[src/rtl/sio_pkg.sv]
package sio_pkg;
  localparam logic [2:0] A_STOP = 3'd0;
  localparam logic [2:0] A_CTRL = 3'd1;
  localparam logic [2:0] A_TXD  = 3'd2;
  localparam logic [2:0] A_RXD  = 3'd3;
  localparam logic [2:0] A_STAT = 3'd4;
  localparam logic [2:0] A_BAUD = 3'd5;

  // status bit positions
  localparam int S_TXE  = 0;
  localparam int S_RXF  = 1;
  localparam int S_OVR  = 2;
  localparam int S_FER  = 3;
  localparam int S_PER  = 4;

  typedef struct packed {
    logic pin_dat;
    logic pin_dir;
    logic sync;
    logic par_en;
    logic rx_en;
    logic tx_en;
  } ctrl_t;

  typedef enum logic [1:0] {RX_IDLE, RX_START, RX_BITS} rx_st_t;
endpackage

[src/rtl/sio_baud.sv]
module sio_baud #(
  parameter int DIV_W = 8
) (
  input  logic             clk,
  input  logic             rst_n,
  input  logic             run,
  input  logic [DIV_W-1:0] div,
  output logic             tick
);
  logic [DIV_W-1:0] cnt;

  assign tick = run && (cnt >= div);

  always_ff @(posedge clk) begin
    if (!rst_n)            cnt <= '0;
    else if (!run || tick) cnt <= '0;
    else                   cnt <= cnt + 1'b1;
  end


  tick_gap_chk: assert property (@(posedge clk) disable iff (!rst_n)
    tick && div != '0 |=> !tick || div == '0);
endmodule

[src/rtl/sio_tx.sv]
module sio_tx #(
  parameter int OS = 16
) (
  input  logic       clk,
  input  logic       rst_n,
  input  logic       en,
  input  logic       tick,
  input  logic       sync,
  input  logic       par_en,
  input  logic       have_data,
  input  logic       block,
  input  logic [7:0] data,
  output logic       line,
  output logic       sclk,
  output logic       load,
  output logic       samp,
  output logic       busy
);
  localparam int PH_W = $clog2(OS);
  localparam logic [PH_W-1:0] PH_MID = PH_W'(OS/2 - 1);
  localparam logic [PH_W-1:0] PH_END = PH_W'(OS - 1);

  logic            busy_q;
  logic [10:0]     sh;
  logic [3:0]      left;
  logic [PH_W-1:0] ph;

  assign load = en && tick && !busy_q && have_data && !block;

  always_ff @(posedge clk) begin
    if (!rst_n || !en) begin
      busy_q <= 1'b0;
      sh     <= '1;
      left   <= '0;
      ph     <= '0;
    end else if (load) begin
      busy_q <= 1'b1;
      ph     <= '0;
      if (sync) begin
        sh   <= {3'b111, data};
        left <= 4'd8;
      end else begin
        sh   <= {1'b1, (par_en ? ^data : 1'b1), data, 1'b0};
        left <= par_en ? 4'd11 : 4'd10;
      end
    end else if (busy_q && tick) begin
      if (ph == PH_END) begin
        ph   <= '0;
        sh   <= {1'b1, sh[10:1]};
        left <= left - 4'd1;
        if (left == 4'd1) busy_q <= 1'b0;
      end else begin
        ph <= ph + 1'b1;
      end
    end
  end

  assign line = busy_q ? sh[0] : 1'b1;
  assign sclk = (busy_q && sync) ? (ph > PH_MID) : 1'b1;
  assign samp = busy_q && sync && tick && (ph == PH_MID);
  assign busy = busy_q;
endmodule

[src/rtl/sio_rx.sv]
module sio_rx
  import sio_pkg::*;
#(
  parameter int OS = 16
) (
  input  logic       clk,
  input  logic       rst_n,
  input  logic       en,
  input  logic       tick,
  input  logic       sync,
  input  logic       par_en,
  input  logic       rxd,
  input  logic       samp,
  output logic       done,
  output logic [7:0] data,
  output logic       fer,
  output logic       per
);
  localparam int PH_W = $clog2(OS);
  localparam logic [PH_W-1:0] PH_MID = PH_W'(OS/2 - 1);
  localparam logic [PH_W-1:0] PH_END = PH_W'(OS - 1);

  rx_st_t          st;
  logic [PH_W-1:0] ph;
  logic [3:0]      idx;
  logic [8:0]      acc;
  logic [3:0]      stop_idx;

  assign stop_idx = par_en ? 4'd9 : 4'd8;

  always_ff @(posedge clk) begin
    if (!rst_n) begin
      st <= RX_IDLE; ph <= '0; idx <= '0; acc <= '0;
      done <= 1'b0; fer <= 1'b0; per <= 1'b0;
    end else begin
      done <= 1'b0;
      if (!en) begin
        st <= RX_IDLE; ph <= '0; idx <= '0;
      end else if (sync) begin
        st <= RX_IDLE;
        ph <= '0;
        if (samp) begin
          acc <= {rxd, acc[8:1]};
          if (idx == 4'd7) begin
            idx <= '0; done <= 1'b1; fer <= 1'b0; per <= 1'b0;
          end else begin
            idx <= idx + 4'd1;
          end
        end
      end else if (tick) begin
        case (st)
          RX_IDLE:
            if (!rxd) begin st <= RX_START; ph <= '0; end
          RX_START:
            if (ph == PH_MID) begin
              ph  <= '0;
              idx <= '0;
              st  <= rxd ? RX_IDLE : RX_BITS;
            end else begin
              ph <= ph + 1'b1;
            end
          RX_BITS:
            if (ph == PH_END) begin
              ph <= '0;
              if (idx == stop_idx) begin
                st   <= RX_IDLE;
                idx  <= '0;
                done <= 1'b1;
                fer  <= !rxd;
                per  <= par_en && (^acc);
              end else begin
                acc <= {rxd, acc[8:1]};
                idx <= idx + 4'd1;
              end
            end else begin
              ph <= ph + 1'b1;
            end
          default: st <= RX_IDLE;
        endcase
      end
    end
  end

  assign data = (par_en && !sync) ? acc[7:0] : acc[8:1];
endmodule

[src/rtl/sio_break_port.sv]
module sio_break_port
  import sio_pkg::*;
#(
  parameter int OS    = 16,
  parameter int DIV_W = 8
) (
  input  logic       clk,
  input  logic       rst_n,
  input  logic       reg_wr,
  input  logic [2:0] reg_addr,
  input  logic [7:0] reg_wdata,
  output logic [7:0] reg_rdata,
  input  logic       rxd_i,
  output logic       txd_o,
  output logic       txd_oe,
  output logic       sclk_o
);
  logic             halt_q;
  ctrl_t            ctrl_q;
  logic [DIV_W-1:0] baud_q;
  logic [7:0]       tx_buf_q, rx_buf_q;
  logic             tx_empty_q, rx_full_q, ovr_q, fer_q, per_q;
  logic             rxd_m, rxd_s;

  logic       run, tick, tx_load, tx_samp, tx_busy, tx_line, tx_block;
  logic       rx_done, rx_fer, rx_per;
  logic [7:0] rx_data;
  logic       wr_ok, wr_tx, wr_st;

  assign run      = !halt_q;
  assign wr_ok    = reg_wr && (run || reg_addr == A_STOP);
  assign wr_tx    = wr_ok && reg_addr == A_TXD;
  assign wr_st    = wr_ok && reg_addr == A_STAT;
  assign tx_block = ctrl_q.sync && (ovr_q || fer_q || per_q);

  always_ff @(posedge clk) begin
    if (!rst_n) begin
      rxd_m <= 1'b1;
      rxd_s <= 1'b1;
    end else begin
      rxd_m <= rxd_i;
      rxd_s <= rxd_m;
    end
  end

  always_ff @(posedge clk) begin
    if (!rst_n) begin
      halt_q <= 1'b1;
      ctrl_q <= '0;
      baud_q <= '0;
    end else if (wr_ok) begin
      if (reg_addr == A_STOP) halt_q <= reg_wdata[0];
      if (reg_addr == A_CTRL) ctrl_q <= ctrl_t'(reg_wdata[5:0]);
      if (reg_addr == A_BAUD) baud_q <= reg_wdata[DIV_W-1:0];
    end
  end

  always_ff @(posedge clk) begin
    if (!rst_n) begin
      tx_buf_q <= '0; tx_empty_q <= 1'b1;
      rx_buf_q <= '0; rx_full_q <= 1'b0;
      ovr_q <= 1'b0; fer_q <= 1'b0; per_q <= 1'b0;
    end else begin
      if (tx_load) tx_empty_q <= 1'b1;
      if (wr_tx) begin
        tx_buf_q   <= reg_wdata;
        tx_empty_q <= 1'b0;
      end
      if (wr_st && reg_wdata[S_RXF]) rx_full_q <= 1'b0;
      if (wr_st && reg_wdata[S_OVR]) ovr_q     <= 1'b0;
      if (wr_st && reg_wdata[S_FER]) fer_q     <= 1'b0;
      if (wr_st && reg_wdata[S_PER]) per_q     <= 1'b0;
      if (rx_done) begin
        if (rx_full_q) ovr_q <= 1'b1;
        else begin
          rx_buf_q  <= rx_data;
          rx_full_q <= 1'b1;
        end
        if (rx_fer) fer_q <= 1'b1;
        if (rx_per) per_q <= 1'b1;
      end
    end
  end

  sio_baud #(.DIV_W(DIV_W)) u_baud (
    .clk(clk), .rst_n(rst_n), .run(run), .div(baud_q), .tick(tick)
  );

  sio_tx #(.OS(OS)) u_tx (
    .clk(clk), .rst_n(rst_n), .en(ctrl_q.tx_en && run), .tick(tick),
    .sync(ctrl_q.sync), .par_en(ctrl_q.par_en), .have_data(!tx_empty_q),
    .block(tx_block), .data(tx_buf_q), .line(tx_line), .sclk(sclk_o),
    .load(tx_load), .samp(tx_samp), .busy(tx_busy)
  );

  sio_rx #(.OS(OS)) u_rx (
    .clk(clk), .rst_n(rst_n), .en(ctrl_q.rx_en && run), .tick(tick),
    .sync(ctrl_q.sync), .par_en(ctrl_q.par_en), .rxd(rxd_s), .samp(tx_samp),
    .done(rx_done), .data(rx_data), .fer(rx_fer), .per(rx_per)
  );

  assign txd_o  = ctrl_q.tx_en ? tx_line : ctrl_q.pin_dat;
  assign txd_oe = ctrl_q.tx_en ? 1'b1    : ctrl_q.pin_dir;

  always_comb begin
    reg_rdata = '0;
    case (reg_addr)
      A_STOP: reg_rdata = {7'd0, halt_q};
      A_CTRL: reg_rdata = {2'd0, ctrl_q};
      A_RXD:  reg_rdata = rx_buf_q;
      A_STAT: reg_rdata = {1'b0, tx_busy, rxd_s, per_q, fer_q, ovr_q, rx_full_q, tx_empty_q};
      A_BAUD: reg_rdata = 8'(baud_q);
      default: reg_rdata = '0;
    endcase
    if (halt_q && reg_addr != A_STOP) reg_rdata = '0;
  end


  halt_freeze_chk: assert property (@(posedge clk) disable iff (!rst_n)
    halt_q |=> $stable(ctrl_q));

  tx_write_chk: assert property (@(posedge clk) disable iff (!rst_n)
    wr_tx |=> !tx_empty_q && tx_buf_q == $past(reg_wdata));

  tx_load_chk: assert property (@(posedge clk) disable iff (!rst_n)
    tx_load && !wr_tx |=> tx_empty_q);

  sync_block_chk: assert property (@(posedge clk) disable iff (!rst_n)
    ctrl_q.sync && (ovr_q || fer_q || per_q) && !tx_busy |=> !tx_busy);

  err_sticky_chk: assert property (@(posedge clk) disable iff (!rst_n)
    fer_q && !(wr_st && reg_wdata[S_FER]) |=> fer_q);

  overrun_chk: assert property (@(posedge clk) disable iff (!rst_n)
    rx_done && rx_full_q |=> ovr_q && $stable(rx_buf_q));
endmodule

[config.mk]
export PLATFORM = sky130hd
export DESIGN_NAME = sio_break_port
export DESIGN_NICKNAME = d
export VERILOG_FILES = /design/src/rtl/sio_pkg.sv /design/src/rtl/sio_baud.sv /design/src/rtl/sio_tx.sv /design/src/rtl/sio_rx.sv /design/src/rtl/sio_break_port.sv
export SDC_FILE = /design/constraint.sdc
export NUM_CORES = 1
export LEC_CHECK = 0
export ABC_AREA = 0
export ABC_CLOCK_PERIOD_IN_PS = 3300
export BUFFER_PORTS_ARGS = -buffer_cell sky130_fd_sc_hd__buf_4
export CAP_MARGIN = 25
export CORE_AREA = 3 3 129 131
export DETAILED_ROUTE_END_ITERATION = 8
export DIE_AREA = 0 0 132 134
export PLACE_DENSITY_LB_ADDON = 0.15
export RECOVER_POWER = 100
export SLEW_MARGIN = 20
export SYNTH_ARGS = -nofsm -noshare
export SYNTH_HDL_FRONTEND = slang
export SYNTH_SLANG_ARGS = --single-unit
[constraint.sdc]
create_clock -name clk -period 3.3 [get_ports clk]
set_input_delay 0.165 -clock clk [delete_from_list [all_inputs] [get_ports clk]]
set_output_delay 0.165 -clock clk [all_outputs]
set_load 0.05 [all_outputs]
Word-level counts from Yosys, hierarchy flattened:

Index checks and enable logic that the tools add are counted.

* add/sub/neg operators: 5
* magnitude comparators: 2
* equality and inequality tests: 23
* muxes and demuxes: 80
* bitwise operators: 3
* reductions and logical operators: 65

Operators by type and width (count)
* $mux W4: 15
* $mux W9: 6
* $mux W1: 44
* $pmux W8 S5: 1
* $mux W11: 3
* $logic_and A1 B1 Y1: 22
* $mux W8: 2
* $reduce_bool A2 Y1: 8
* $add A4 B1 Y4 const B: 3
* $eq A4 B3 Y1 const B: 3
* $pmux W4 S3: 1
* $reduce_and A2 Y1: 6
* $mux W10: 1
* $mux W2: 5
* $ne A2 B1 Y1 const B: 5
* $reduce_and A5 Y1: 2
* $reduce_bool A3 Y1: 3
* $reduce_xor A9 Y1: 1
* $add A8 B1 Y8 const B: 1
* $eq A4 B4 Y1 const B: 2
* $ge A8 B8 Y1: 1
* $logic_not A1 Y1: 8
* $pmux W4 S2: 1
* $reduce_xor A8 Y1: 1
* 21 further kinds: 33

* register bits: 88
* output and inout port bits: 11
* word-level logic and storage cells: 207

Depth between registers and ports, before layout:

* word-level depth: 8
* mapped depth: 9

Cells and area by module:

From an unflattened synthesis, not the netlist that was laid out.

* cells, all modules: 560
* area total of the unflattened synthesis: 4827.1 sq um

Modules (own cells, without submodules)
* sio_break_port: instances 1, cells an instance 235, area each 1896.8 sq um, sequential area each 760.7 sq um
* sio_rx: instances 1, cells an instance 142, area each 1313.8 sq um, sequential area each 440.4 sq um
* sio_tx: instances 1, cells an instance 124, area each 1091.0 sq um, sequential area each 380.4 sq um
* sio_baud: instances 1, cells an instance 59, area each 525.5 sq um, sequential area each 160.2 sq um

Least setup slack after synthesis:

Ideal clock, no wire load.

* path type: register -> register
* start: register u_baud.cnt[0]
* end: register u_tx.sh[1]
* setup time: 0.122 ns
* arrival: 2.020 ns
* path slack: 1.158 ns
* stages on the path, launching flop included: 9
* path through: dfxtp_1 -> inv_1 -> ha_1 -> nand2b_1 -> a2111oi_0 -> o21a_1 -> buf_4 -> nor2_1 -> a221o_1

* longest elaborated chain between the ends: 8

RTL lines
* start, declared: line sio_baud.sv:10 `logic [DIV_W-1:0] cnt;`
* start signal, assigned: line sio_baud.sv:17 `else cnt <= cnt + 1'b1;`
* $ge A8 B8 Y1 (*): line sio_baud.sv:12 `assign tick = run && (cnt >= div);`
* $logic_and A1 B1 Y1 (*): line sio_baud.sv:12
* $logic_and A1 B1 Y1 (4 in series): line sio_tx.sv:28 `assign load = en && tick && !busy_q && have_data && !block;`
* $reduce_bool A2 Y1 (no source line)
* $reduce_and A2 Y1 (no source line)
* end signal, assigned: line sio_tx.sv:40 `sh <= {3'b111, data};`
* end signal, assigned: line sio_tx.sv:43 `sh <= {1'b1, (par_en ? ^data : 1'b1), data, 1'b0};`
* end signal, assigned: line sio_tx.sv:49 `sh <= {1'b1, sh[10:1]};`
* end, declared: line sio_tx.sv:24 `logic [10:0] sh;`

Mark *: on every way between the ends. The rest lies on a longest branch, timed or not.
A chain may end at the register's enable or synchronous reset.

Worst setup path in the final report:

* start: register u_baud.cnt[0]
* end: register u_rx.acc[5]

* longest elaborated chain between the ends: 6

RTL lines
* $ge A8 B8 Y1 (*): line sio_baud.sv:12
* $logic_and A1 B1 Y1 (*): line sio_baud.sv:12
* $logic_and A1 B1 Y1 (2 in series): line sio_tx.sv:60 `assign samp = busy_q && sync && tick && (ph == PH_MID);`
* $ne A2 B1 Y1 (no source line)
* $reduce_and A6 Y1 (no source line) (*)
* end signal, assigned: line sio_rx.sv:43 `acc <= {rxd, acc[8:1]};`
* end signal, assigned: line sio_rx.sv:72 `acc <= {rxd, acc[8:1]};`
* end, declared: line sio_rx.sv:26 `logic [8:0] acc;`

Marked as above.

==> reports/metrics.cfg <==
[floorplan]
die_h_um=134
die_x_um=132
row_count=46
initial_utilization_pct=29.82
io-pin-count=26
core_um2=15710
die-area_um2=17690

[placement]
hpwlAfterDp_um=8632
place_congestion=0.7611
dp_cells=756
port_buffers=25

[timing]
fin_setup_tns_ns=0
tightest_slew_ns=1.029
fmax_mhz=378.8
setup_violations=0
fin_crit_sh_pct=79.99
grt_setup_unrepaired=no
fin_skew_ns=0.01227
layout_min_cycle_time_ns=2.640
final_max_slew_viol_count=0
whs_ns=0.05523
final-hold-violation-count=0
slew_headroom_pct=31.13

[final_layout]
fin_util_pct=34.37
antenna_cells=0
nNetsFinal=586
drive_above_1_share_pct=9.319
fin_cells=774
area_growth_pct=15.25

[route]
ant_nets=0
vias=3970
drtPass1Iterations=4
drc=0
wl_um=12330
drt_iter0_drc=214
wire_per_inst_um=15.94
routed_via_density=5.129

[power]
p_clk_share_pct=53.2
p_sw_uw=517.7
p_leak_uw=0.001915
seqPwrFrac_pct=43.6
finalPower_uw=2423
intPower_uw=1906
swShare_pct=21.36
ir_drop_v=0.0003711
p_comb_share_pct=3.2
powerDensity_nw_per_um2=448.7

[clock_network]
cts_root_buf=clkbuf_16
clock-sinks=87
cts_resized=0
clk_path_buf_depth=2
numCtsBuffers=9
clk_latency_ns=0.35
post-cts-setup-buffers=0
clkSlewWorstSetupHoldPaths_ns=0.07
h-tree-depth=3
cts_tree=built

[grt]
overflow=0
grt_pass1_wl_um=20620
grt_antenna_before_repair=0
grt_pass1_vias=3939
track_usage_pct=14.42
grt_max_degree=36

[setup_path]
critPathMaxFanout=11
cp-end-kind=register
r2r_start=u_baud.cnt[0]
critical_path_class=reg -> reg
reg2reg_slack_ns=0.66
crit_arrival_ns=2.85
crit_required_ns=3.51
r2r-end=u_rx.acc[5]
worst-r2r-cell-count=8
start_kind=register

[worst_hold_path]
worstHoldStart=reg_wdata[1]
hold_end=rx_full_q
hold_depth=2
hold_class=in -> reg

[synth]
synth_warnings=0
syn_nets=574
synth_flop_cell=dfxtp_1
synth-async-reset-ratio_pct=0
syn_area_um2=4686
synth_seq_cells=87
ys_seq_area_share_pct=37.17
yosysUniqueCellTypes=59
synth-edff-count=0
syn-instance-count=541
synth.avg_cell_area_um2=8.661

[run]
drv_cap=0

[outcome]
status=completed

-- cell usage in the layout (no fill, tap or decap), types with 16 or more instances in the layout --
cell type	count
buf_4	19
o21ai_0	18
a21oi_1	29
inv_1	19
o31ai_1	16
nor2_1	67
mux2i_1	47
dfxtp_1	87
ha_1	18
nand2_1	36
-- synth_stat cells, types with 3 or more instances --
cell type | instances | area share (%)
a22oi_1 | 8 | 1.3
nand2_1 | 36 | 2.9
a31oi_1 | 11 | 1.5
a211oi_1 | 10 | 1.6
nor4_1 | 3 | 0.40
buf_2 | 6 | 0.64
nor2b_1 | 8 | 1.1
a221o_1 | 8 | 1.7
inv_1 | 19 | 1.5
dfxtp_1 | 87 | 37
or3_1 | 3 | 0.40
nand3_1 | 14 | 1.5
o22ai_1 | 3 | 0.40
o21ai_0 | 17 | 1.8
and4_1 | 3 | 0.56
a21oi_1 | 29 | 3.1
ha_1 | 18 | 4.8
clkbuf_1 | 25 | 2.0
xnor2_1 | 12 | 2.2
nand2b_1 | 9 | 1.2
o21a_1 | 3 | 0.48
nor3_1 | 7 | 0.75
mux2_2 | 9 | 2.2
nor2_1 | 66 | 5.3
mux2i_1 | 47 | 10
o31ai_1 | 16 | 2.6
and3_1 | 4 | 0.53
nand4_1 | 14 | 1.9
xor2_1 | 8 | 1.5
-- power by group through the flow --
stage | combinational, µW | sequential (µW) | clock (µW)
5_1_grt | 85.9 | 1060 | 1360
3_5_place_dp | 78.9 | 1080 | 0
4_1_cts | 80.0 | 1060 | 1330
3_3_place_gp | 78.8 | 1080 | 0
6_report | 77.5 | 1060 | 1290
2_1_floorplan | 45.4 | 1080 | 0
-- worst max-delay path: stages (launching register included) --
cell and delay [ns]:
dfxtp_1 0.41, inv_1 0.06, ha_1 0.26, nand2b_1 0.13, a2111oi_0 0.56, o21ai_0 0.31
buf_4 0.25, o2111a_1 0.32, mux2i_1 0.19
-- registers in the layout, summed over array words and instances (netlist names) --
signal and cells:
baud_q 8, ctrl_q 6, fer_q 1, halt_q 1, ovr_q 1, per_q 1
rx_buf_q 8, rx_full_q 1, rxd_m 1, rxd_s 1, tx_buf_q 8, tx_empty_q 1
u_baud.cnt 8, u_rx.acc 9, u_rx.done 1, u_rx.fer 1, u_rx.idx 4, u_rx.per 1
u_rx.ph 4, u_rx.st 2, u_tx.busy 1, u_tx.left 4, u_tx.ph 4, u_tx.sh 10
-- kinds of logic after synthesis --
kind of cell | after synthesis | synth area share, %
buffers and inverters | 53 | 4.566
AO/OA/AOI/OAI | 120 | 17.14
flip-flops | 87 | 37.17
XOR/XNOR | 21 | 4.219
adder cells (fa/ha/maj) | 18 | 4.806
multiplexers | 56 | 12.20
AND/OR/NAND/NOR | 186 | 19.89
-- per-layer routing --
layer	share of wire [%]	wire, µm	global-route usage (%)
met4	1.2	146	4.142
met2	47	5767	23.46
met3	4.5	558	3.788
met5	0	0	0
met1	48	5861	18.93
-- worst max-delay path by stage --
stage | startpoint | to | slack [ns] | cells past startpoint
2_1_floorplan | u_baud.cnt[0] | u_tx.sh[1] | 1.16 | 8
3_3_place_gp | u_baud.cnt[0] | u_rx.acc[4] | 0.81 | 8
3_5_place_dp | u_baud.cnt[0] | u_rx.acc[5] | 0.70 | 8
4_1_cts | u_baud.cnt[0] | u_rx.acc[5] | 0.69 | 8
5_1_grt | u_baud.cnt[0] | u_rx.acc[2] | 0.29 | 8
6_report | u_baud.cnt[0] | u_rx.acc[5] | 0.66 | 8
-- final cells by class --
| type | instances | area (µm²) |
|---|---|---|
| repair buffers | 34 | 209.0 |
| clock inverters | 7 | 151.4 |
| flip-flops and latches | 87 | 1742 |
| inverters | 20 | 75.07 |
| well taps | 216 | 270.3 |
| multi-input cells | 401 | 2728 |
| fillers | 1657 | 10310 |
| clock buffers | 9 | 225.2 |
-- what timing repair did --
action                                  in CTS  in global routing
endpoints found under the setup margin       0                  0
hold buffers                                 1                  0
hold endpoints to repair                     1                  0
-- through the flow --
step,worst slack (ns),area (µm²)
floorplan,1.158,4686
global placement,0.8144,5064
detailed placement,0.7029,5064
CTS,0.6937,5450
global route,0.2948,5400
finish,0.6603,5400
Note: power is estimated with default switching activity, not from simulation.
